`config.mk`:
```
export PLATFORM = sky130hd
export DESIGN_NAME = cwf_line_fill
export DESIGN_NICKNAME = d
export VERILOG_FILES = /design/src/rtl/cwf_pkg.sv /design/src/rtl/cwf_wrap_seq.sv /design/src/rtl/cwf_line_buf.sv /design/src/rtl/cwf_line_fill.sv
export SDC_FILE = /design/constraint.sdc
export NUM_CORES = 1
export LEC_CHECK = 0
export BUFFER_PORTS_ARGS = -buffer_cell sky130_fd_sc_hd__buf_4
export CORE_ASPECT_RATIO = 0.6
export CORE_MARGIN = 2
export CORE_UTILIZATION = 50
export CTS_CLUSTER_SIZE = 10
export DETAILED_ROUTE_END_ITERATION = 10
export MAX_ROUTING_LAYER = met4
export PLACE_DENSITY = 0.81
export SLEW_MARGIN = 10
export SYNTH_ARGS = -nofsm -noshare
export SYNTH_HDL_FRONTEND = slang
export SYNTH_SLANG_ARGS = --single-unit
```
`constraint.sdc`:
```
create_clock -name clk -period 1.7 [get_ports clk]
set_input_delay 0.085 -clock clk [delete_from_list [all_inputs] [get_ports clk]]
set_output_delay 0.085 -clock clk [all_outputs]
set_load 0.05 [all_outputs]
```
`src/rtl/cwf_pkg.sv`:
```
package cwf_pkg;
   typedef enum logic [1:0] {
      S_IDLE = 2'd0,
      S_REQ  = 2'd1,
      S_WAIT = 2'd2,
      S_DONE = 2'd3
   } fill_state_e;
endpackage

```
`src/rtl/cwf_wrap_seq.sv`:
```
module cwf_wrap_seq #(
   parameter int OFF_W = 2
) (
   input  logic             clk,
   input  logic             rst_n,
   input  logic             load,
   input  logic [OFF_W-1:0] start_off,
   input  logic             step,
   output logic [OFF_W-1:0] cur_off,
   output logic             first,
   output logic             last
);
   logic [OFF_W-1:0] base_q;
   logic [OFF_W-1:0] cnt_q;

   if (OFF_W < 1) begin : g_bad_off
      $error("cwf_wrap_seq: OFF_W must be at least 1");
   end

   always_ff @(posedge clk) begin
      if (!rst_n) begin
         base_q <= '0;
         cnt_q  <= '0;
      end else if (load) begin
         base_q <= start_off;
         cnt_q  <= '0;
      end else if (step) begin
         cnt_q  <= cnt_q + 1'b1;
      end
   end

   // modulo wrap comes from the fixed width of the sum
   assign cur_off = base_q + cnt_q;
   assign first   = (cnt_q == '0);
   assign last    = &cnt_q;

   p_load_start_r2: assert property (@(posedge clk) disable iff (!rst_n)
      load |=> (cur_off == $past(start_off)));

   p_wrap_step_r3: assert property (@(posedge clk) disable iff (!rst_n)
      (step && !load) |=> (cur_off == OFF_W'($past(cur_off) + 1'b1)));
endmodule

```
`src/rtl/cwf_line_buf.sv`:
```
module cwf_line_buf #(
   parameter int WORD_W = 32,
   parameter int WORDS  = 4,
   localparam int SLOT_W = $clog2(WORDS)
) (
   input  logic                    clk,
   input  logic                    rst_n,
   input  logic                    clear,
   input  logic                    wr_en,
   input  logic [SLOT_W-1:0]       wr_slot,
   input  logic [WORD_W-1:0]       wr_data,
   output logic [WORDS*WORD_W-1:0] line_data,
   output logic                    all_valid
);
   logic [WORDS-1:0] filled_vec;

   if (WORDS < 2) begin : g_bad_words
      $error("cwf_line_buf: WORDS must be at least 2");
   end

   for (genvar g = 0; g < WORDS; g++) begin : g_slot
      logic [WORD_W-1:0] word_q;
      logic              filled_q;

      always_ff @(posedge clk) begin
         if (!rst_n) begin
            word_q   <= '0;
            filled_q <= 1'b0;
         end else if (clear) begin
            filled_q <= 1'b0;
         end else if (wr_en && (wr_slot == SLOT_W'(g))) begin
            word_q   <= wr_data;
            filled_q <= 1'b1;
         end
      end

      assign line_data[g*WORD_W +: WORD_W] = word_q;
      assign filled_vec[g] = filled_q;
   end

   assign all_valid = &filled_vec;

   // each slot receives exactly one word per fill
   p_slot_once_r6: assert property (@(posedge clk) disable iff (!rst_n)
      wr_en |-> !filled_vec[wr_slot]);
endmodule

```
`src/rtl/cwf_line_fill.sv`:
```
module cwf_line_fill
   import cwf_pkg::*;
#(
   parameter int  ADDR_W      = 32,
   parameter int  WORD_W      = 32,
   parameter int  WORDS       = 4,
   parameter bit  RESTART_REG = 1'b1,
   localparam int OFF_W       = $clog2(WORDS),
   localparam int BYTE_W      = $clog2(WORD_W/8),
   localparam int LINE_LSB    = OFF_W + BYTE_W,
   localparam int LINE_W      = ADDR_W - LINE_LSB
) (
   input  logic                    clk,
   input  logic                    rst_n,
   input  logic                    miss_valid,
   input  logic [ADDR_W-1:0]       miss_addr,
   output logic                    fill_busy,
   output logic                    mem_rd_en,
   output logic [ADDR_W-1:0]       mem_rd_addr,
   input  logic                    mem_rd_valid,
   input  logic [WORD_W-1:0]       mem_rd_data,
   output logic                    cpu_restart_valid,
   output logic [WORD_W-1:0]       cpu_restart_data,
   output logic                    fill_done,
   output logic [LINE_W-1:0]       fill_line_addr,
   output logic [WORDS*WORD_W-1:0] fill_line_data
);
   if ((WORD_W % 8) != 0 || WORD_W < 8) begin : g_bad_word
      $error("cwf_line_fill: WORD_W must be a whole number of bytes");
   end
   if (WORDS < 2 || (WORDS & (WORDS - 1)) != 0) begin : g_bad_words
      $error("cwf_line_fill: WORDS must be a power of two, at least 2");
   end
   if (ADDR_W <= LINE_LSB) begin : g_bad_addr
      $error("cwf_line_fill: ADDR_W too small for the line size");
   end

   fill_state_e       state_q;
   logic [LINE_W-1:0] line_q;
   logic [OFF_W-1:0]  cur_off;
   logic              seq_first;
   logic              seq_last;
   logic              buf_full;
   logic              accept;
   logic              rsp_take;
   logic              restart_fire;

   assign accept       = (state_q == S_IDLE) && miss_valid;
   assign rsp_take     = (state_q == S_WAIT) && mem_rd_valid;
   assign restart_fire = rsp_take && seq_first;

   cwf_wrap_seq #(.OFF_W(OFF_W)) u_seq (
      .clk       (clk),
      .rst_n     (rst_n),
      .load      (accept),
      .start_off (miss_addr[LINE_LSB-1:BYTE_W]),
      .step      (rsp_take && !seq_last),
      .cur_off   (cur_off),
      .first     (seq_first),
      .last      (seq_last)
   );

   cwf_line_buf #(.WORD_W(WORD_W), .WORDS(WORDS)) u_buf (
      .clk       (clk),
      .rst_n     (rst_n),
      .clear     (accept),
      .wr_en     (rsp_take),
      .wr_slot   (cur_off),
      .wr_data   (mem_rd_data),
      .line_data (fill_line_data),
      .all_valid (buf_full)
   );

   always_ff @(posedge clk) begin
      if (!rst_n) begin
         state_q <= S_IDLE;
         line_q  <= '0;
      end else begin
         unique case (state_q)
            S_IDLE: if (accept) begin
               line_q  <= miss_addr[ADDR_W-1:LINE_LSB];
               state_q <= S_REQ;
            end
            S_REQ:  state_q <= S_WAIT;
            S_WAIT: if (rsp_take) state_q <= seq_last ? S_DONE : S_REQ;
            S_DONE: state_q <= S_IDLE;
            default: state_q <= S_IDLE;
         endcase
      end
   end

   assign fill_busy      = (state_q != S_IDLE);
   assign mem_rd_en      = (state_q == S_REQ);
   assign mem_rd_addr    = {line_q, cur_off, {BYTE_W{1'b0}}};
   assign fill_done      = (state_q == S_DONE);
   assign fill_line_addr = line_q;

   if (RESTART_REG) begin : g_restart_reg
      logic              rv_q;
      logic [WORD_W-1:0] rd_q;
      always_ff @(posedge clk) begin
         if (!rst_n) begin
            rv_q <= 1'b0;
            rd_q <= '0;
         end else begin
            rv_q <= restart_fire;
            if (restart_fire) rd_q <= mem_rd_data;
         end
      end
      assign cpu_restart_valid = rv_q;
      assign cpu_restart_data  = rd_q;
   end else begin : g_restart_comb
      assign cpu_restart_valid = restart_fire;
      assign cpu_restart_data  = mem_rd_data;
   end

   p_rd_strobe_r4: assert property (@(posedge clk) disable iff (!rst_n)
      mem_rd_en |=> !mem_rd_en);

   // input assumption: responses come only for an outstanding read
   p_rsp_expected_r4: assert property (@(posedge clk) disable iff (!rst_n)
      mem_rd_valid |-> (state_q == S_WAIT));

   p_restart_pulse_r5: assert property (@(posedge clk) disable iff (!rst_n)
      cpu_restart_valid |=> !cpu_restart_valid);

   p_done_full_r7: assert property (@(posedge clk) disable iff (!rst_n)
      fill_done |-> buf_full);

   p_done_pulse_r7: assert property (@(posedge clk) disable iff (!rst_n)
      fill_done |=> !fill_done);

   p_busy_ignore_r8: assert property (@(posedge clk) disable iff (!rst_n)
      (fill_busy && miss_valid) |=> $stable(line_q));

   p_rd_aligned_r9: assert property (@(posedge clk) disable iff (!rst_n)
      mem_rd_en |-> (mem_rd_addr[BYTE_W-1:0] == '0));
endmodule

```
# After elaboration in Yosys (flattened, before gate mapping)
# Index checks and enable logic that the tools add are counted.
[totals] regBits=195 in_bits=68 out_inout_bits=224 wordCells=47
[op_classes] n_addsub=2 eq_ne=8 muxes=4 bitwise=2 reduce_logical=21
[op_table] cell="2-bit AND reduction" count=7
[op_table] cell="2-bit == test, second input constant" count=4
[op_table] cell="1-bit logical AND" count=8
[op_table] cell="2-bit one-hot mux with 4 select lines" count=1
[op_table] cell="2-bit zero test" count=3
[op_table] cell="2-bit 2-to-1 mux" count=3
[op_table] cell="2-bit by 1-bit == test with 1-bit output, second input constant" count=2
[op_table] cell="2-bit != test, second input constant" count=2
[op_table] cell="2-bit by 1-bit adder with 2-bit output, second input constant" count=1
[op_table] cell="2-bit adder" count=1
[op_table] cell="1-bit NOT" count=2
[op_table] cell="2-bit nonzero test" count=1
[op_table] cell="2-bit OR reduction" count=1
[op_table] cell="1-bit zero test" count=1

# Longest topological paths before layout
[logic_depth] word_depth=4 ltp_mapped=8 mapped_depth_nobuf=5

# Cells and area by module
# A second synthesis with hierarchy kept.
[unflattened] hier_cells=807 area_unflattened_um2=7663.6
[modules_own_cells] mod="cwf_line_buf" instances=1 cells_each=472 area_each_um2=4839.6 seq_area_each_um2=2642.5
[modules_own_cells] mod="cwf_line_fill" instances=1 cells_each=315 area_each_um2=2616.3 seq_area_each_um2=1261.2
[modules_own_cells] mod="cwf_wrap_seq" instances=1 cells_each=20 area_each_um2=207.7 seq_area_each_um2=80.1

# Least setup slack after synthesis
# No wires, ideal clock.
[synth_path] path_kind="register to register" start="register u_seq.cnt_q[0]" end="register u_buf.g_slot[0].word_q[0]" setup_ns=0.076 arrival_time_ns=1.839 required_time_ns=1.624 setup_slack_ns=-0.214 stages_incl_launch_ff=7 n_path_buf=2 period_less_slack_ns=1.914 cell_sequence="dfxtp_1 > ha_1 > nand4bb_1 > clkbuf_1 > clkbuf_1 > o21ai_0 > a21boi_0"
[synth_between] elab_chain_len=4
[synth_rtl] element="start: declaration" line="cwf_wrap_seq.sv:14" source="logic [OFF_W-1:0] cnt_q;"
[synth_rtl] element="start signal: assignment" line="cwf_wrap_seq.sv:28" source="cnt_q <= cnt_q + 1'b1;"
[synth_rtl] element="2-bit adder" line="cwf_wrap_seq.sv:33" source="assign cur_off = base_q + cnt_q;"
[synth_rtl] element="named net mem_rd_addr[2]" line="cwf_line_fill.sv:19" source="output logic [ADDR_W-1:0] mem_rd_addr,"
[synth_rtl] element="2-bit zero test" line="cwf_line_buf.sv:31" source="end else if (wr_en && (wr_slot == SLOT_W'(g))) begin"
[synth_rtl] element="1-bit logical AND" line="cwf_line_buf.sv:31"
[synth_rtl] element="2-bit AND reduction (no source line)"
[synth_rtl] element="end signal: assignment" line="cwf_line_buf.sv:32" source="word_q <= wr_data;"
[synth_rtl] element="end: declaration" line="cwf_line_buf.sv:22" source="logic [WORD_W-1:0] word_q;"
# The timed path passes the listed nets, and every way through them passes these cells.
# A chain may end at the register's enable or synchronous reset.

# Worst setup path after layout
[layout_path] start="register u_seq.base_q[1]" end="output port mem_rd_addr[3]"
[layout_between] elab_chain_len=1
[layout_rtl] element="start: declaration" line="cwf_wrap_seq.sv:13" source="logic [OFF_W-1:0] base_q;"
[layout_rtl] element="start signal: assignment" line="cwf_wrap_seq.sv:25" source="base_q <= start_off;"
[layout_rtl] element="2-bit adder" line="cwf_wrap_seq.sv:33"
[layout_rtl] element="end: declaration" line="cwf_line_fill.sv:19"
# No other way between the ends.

==> summary.txt <==
outcome -> complete, but fails checks
failing checks -> DRC, setup timing
First DRT Iteration DRCs -> 866
largest net degree at the start of global routing -> 79
Hold Crit Class -> input pin to flop
later-pin clock latency in the skew report -> 0.42 ns
Most common cell on crit path -> buf_12
I/O pin cnt -> 292
crit-path max cell delay -> 0.54 ns
final period utilization -> 103%
TritonCTS clock tree -> built
proportion of synthesized chip area in sequential cells -> 48.9%
CTS Buffer Depth -> 2
CP endpoint kind -> primary output
reg2reg setup slack -> -0.02 ns
PnR Total Power -> 10500 uW
total CTS buffers -> 17
Placer Congestion -> 0.824
Pleak -> 0.00472 uW
crit-path max FO -> 8
vias in the first global route -> 7410
# diodes -> 0
Syn Inst Count -> 919
fin nets -> 1285
synthesized area -> 7990 um2
WS Path Type -> flop to primary output
startpoint types -> flop
P per Cell Area -> 897 nW/um2
peak supply drop -> 0.000563 V
die span in y -> 102 um
RSZ-0062 raised after global routing -> yes
Post-synth ARST share -> 0%
r2r worst-path depth -> 6
synth warn -> 0
WL/cell -> 18.8 um
area post-placement -> 10100 um2
Initial Util -> 51.5%
Root Buffer -> clkbuf_16
vias per cell -> 5.62
worst-path cell chain -> xnor3_4 > inv_8 > buf_12 > buf_12
minimum clock period -> 1.74 ns
Chip Width -> 167 um
Arrival @ worst endpoint -> 1.66 ns
Final WS setup -> -0.0448 ns
final core occ -> 75.4%
number of synthesized flops with an enable pin -> 0
GRT Util Overall -> 29.5%
max cap viols -> 0
Worst Hold Depth -> 3
final setup vio count -> 4
dpl ws -> -0.0106 ns
Slowest-stage cell, CP -> xnor3_4
full die area -> 17000 um2
initial antenna violation count -> 0
fin area -> 11700 um2
post-route ant nets -> 0
Pre-Repair DR Iteration Count -> 9
via count -> 8038
first-pass GRT wire length -> 39.0 mm
worst hold start -> miss_valid
Clock transition at path regs -> 0.07 ns
detailed placer's ending HPWL -> 15.7 mm
Synth Flop Type -> dfxtp_1
Setup Skew -> 0.0139 ns
PortBufs -> 287
CTS Sinks -> 195
Core Box Area -> 15500 um2
H-tree levels -> 4
worst r2r dst -> u_buf.g_slot[0].word_q[17]
Remaining DRCs -> 18
Site Rows -> 35
end of the worst hold path -> state_q[0]
R2R Path Start -> u_seq.base_q[1]
Max Freq -> 573 MHz
final wirelength -> 26.9 mm
final hold vios -> 0
global route total overflow -> 0
Slew Viols, Final -> 0
Required @ worst endpoint -> 1.62 ns
share of layout cells above drive strength 1 -> 31.6%
unique cell type count in the Yosys netlist -> 30
flops & latches, synth -> 195
Synth Area per Inst -> 8.69 um2
area grow syn2layout -> 46.4%
==> worst max path at each step <==
stage,start,end,slack [ns],cells after the start
after floorplan,u_seq.cnt_q[0],u_buf.g_slot[0].word_q[0],0.04,6
after global placement,u_seq.base_q[1],u_buf.g_slot[2].word_q[11],0.08,4
after detailed placement,u_seq.base_q[1],u_buf.g_slot[3].word_q[6],-0.01,4
after CTS,u_seq.base_q[1],mem_rd_addr[3],-0.12,4
after global routing,u_seq.base_q[1],mem_rd_addr[3],-0.09,4
final,u_seq.base_q[1],mem_rd_addr[3],-0.04,4
==> critical path: cells and delay by family, from the launching register on <==
family    cells  cell delay, ns
flops         1            0.34
xor+xnor      1            0.54
buf+inv       3            0.35
==> cell families (layout without fill, tap and decap cells) <==
family | after synthesis | in the layout | share of synthesized area, %
buffers and inverters | 126 | 433 | 8.32
other | 1 | 2 | 0.0470
muxes | 2 | 2 | 0.251
and+or+nand+nor | 271 | 271 | 15.7
adders and majority gates | 3 | 3 | 0.470
DFF | 195 | 195 | 48.9
AOI/OAI and AO/OA | 319 | 319 | 26.0
xor gates and xnor gates | 2 | 2 | 0.392
==> cell usage in the layout, fill, tap and decap left out, drive strengths merged, types with 2 or more instances in the layout <==
cell,count
a21boi,190
and2,2
and4b,2
buf,332
clkbuf,22
clkinv,5
conb,2
dfxtp,195
dlygate4sd3,62
ha,3
inv,10
mux2i,2
nand2,125
nand3,128
nand4b,2
nor2,2
nor2b,2
nor3b,3
o21ai,128
==> per-stage QoR <==
step | hold WS, ns | TNS, ns | instances
after floorplan | 0.220 | 0 | 920
after detailed placement | 0.344 | -0.0106 | 1314
after CTS | 0.0265 | -0.178 | 1410
after global placement | 0.335 | 0 | 1314
after global routing | 0.0317 | -1.02 | 1430
final | 0.0315 | -0.0814 | 1430
==> layout make-up <==
cell class              instances  area, um2
clock inverters                14        166
well taps                     203        254
inverters                       3       18.8
repair buffers                398       3420
fillers                      1129       3810
multi-input cells             599       3500
flip-flops and latches        195       3910
clock buffers                  18        429
==> synth_stat cells (2+ instances only) <==
cell      count  share of area (%)
o21ai_0     128                8.0
ha_1          3               0.47
buf_2        29                1.8
dfxtp_1     195                 49
nor2_1        2              0.094
a21boi_0    148                 14
nand2_1     125                5.9
buf_4        35                3.3
clkbuf_1     55                2.6
nor2b_1       2               0.16
inv_1         2              0.094
and4b_1       2               0.25
mux2i_1       2               0.25
buf_6         3               0.42
nor3b_1       3               0.28
nand3_1     128                8.0
nand4b_1      2               0.22
and2_1        2               0.16
a21boi_1     42                3.9
==> power breakdown <==
group	total [uW]	internal, uW	switching, uW
Clock	4070	2110	1970
Sequential	4730	4650	70.3
Combinational	1690	635	1060
==> layer usage <==
layer	vias to the layer above	GRT usage, %	part of all wire [%]	routed length, um
li1	3737	-	-	-
met4	0	7.02	1.4	364
met3	30	7.44	9.6	2580
met5	-	-	0	0
met2	399	46.5	46	12300
met1	3872	38.6	43	11600
==> flip-flops by register name, summed over array words and instances (netlist names) <==
name and cells:
cpu_restart_data 32, u_seq.cnt_q 2, state_q 2, cpu_restart_valid 1, fill_line_addr 28, u_buf.g_slot.word_q 128, u_seq.base_q 2
==> repair_timing <==
item	4_1_cts	5_1_grt
setup buffers	1	12
hold buffers	62	0
gates resized for setup	10	67
cloned	1	9
pin swaps	0	3
endpoints found under the setup margin	5	116
endpoints found under the hold margin	188	0
(Power assumes the default switching activity.)
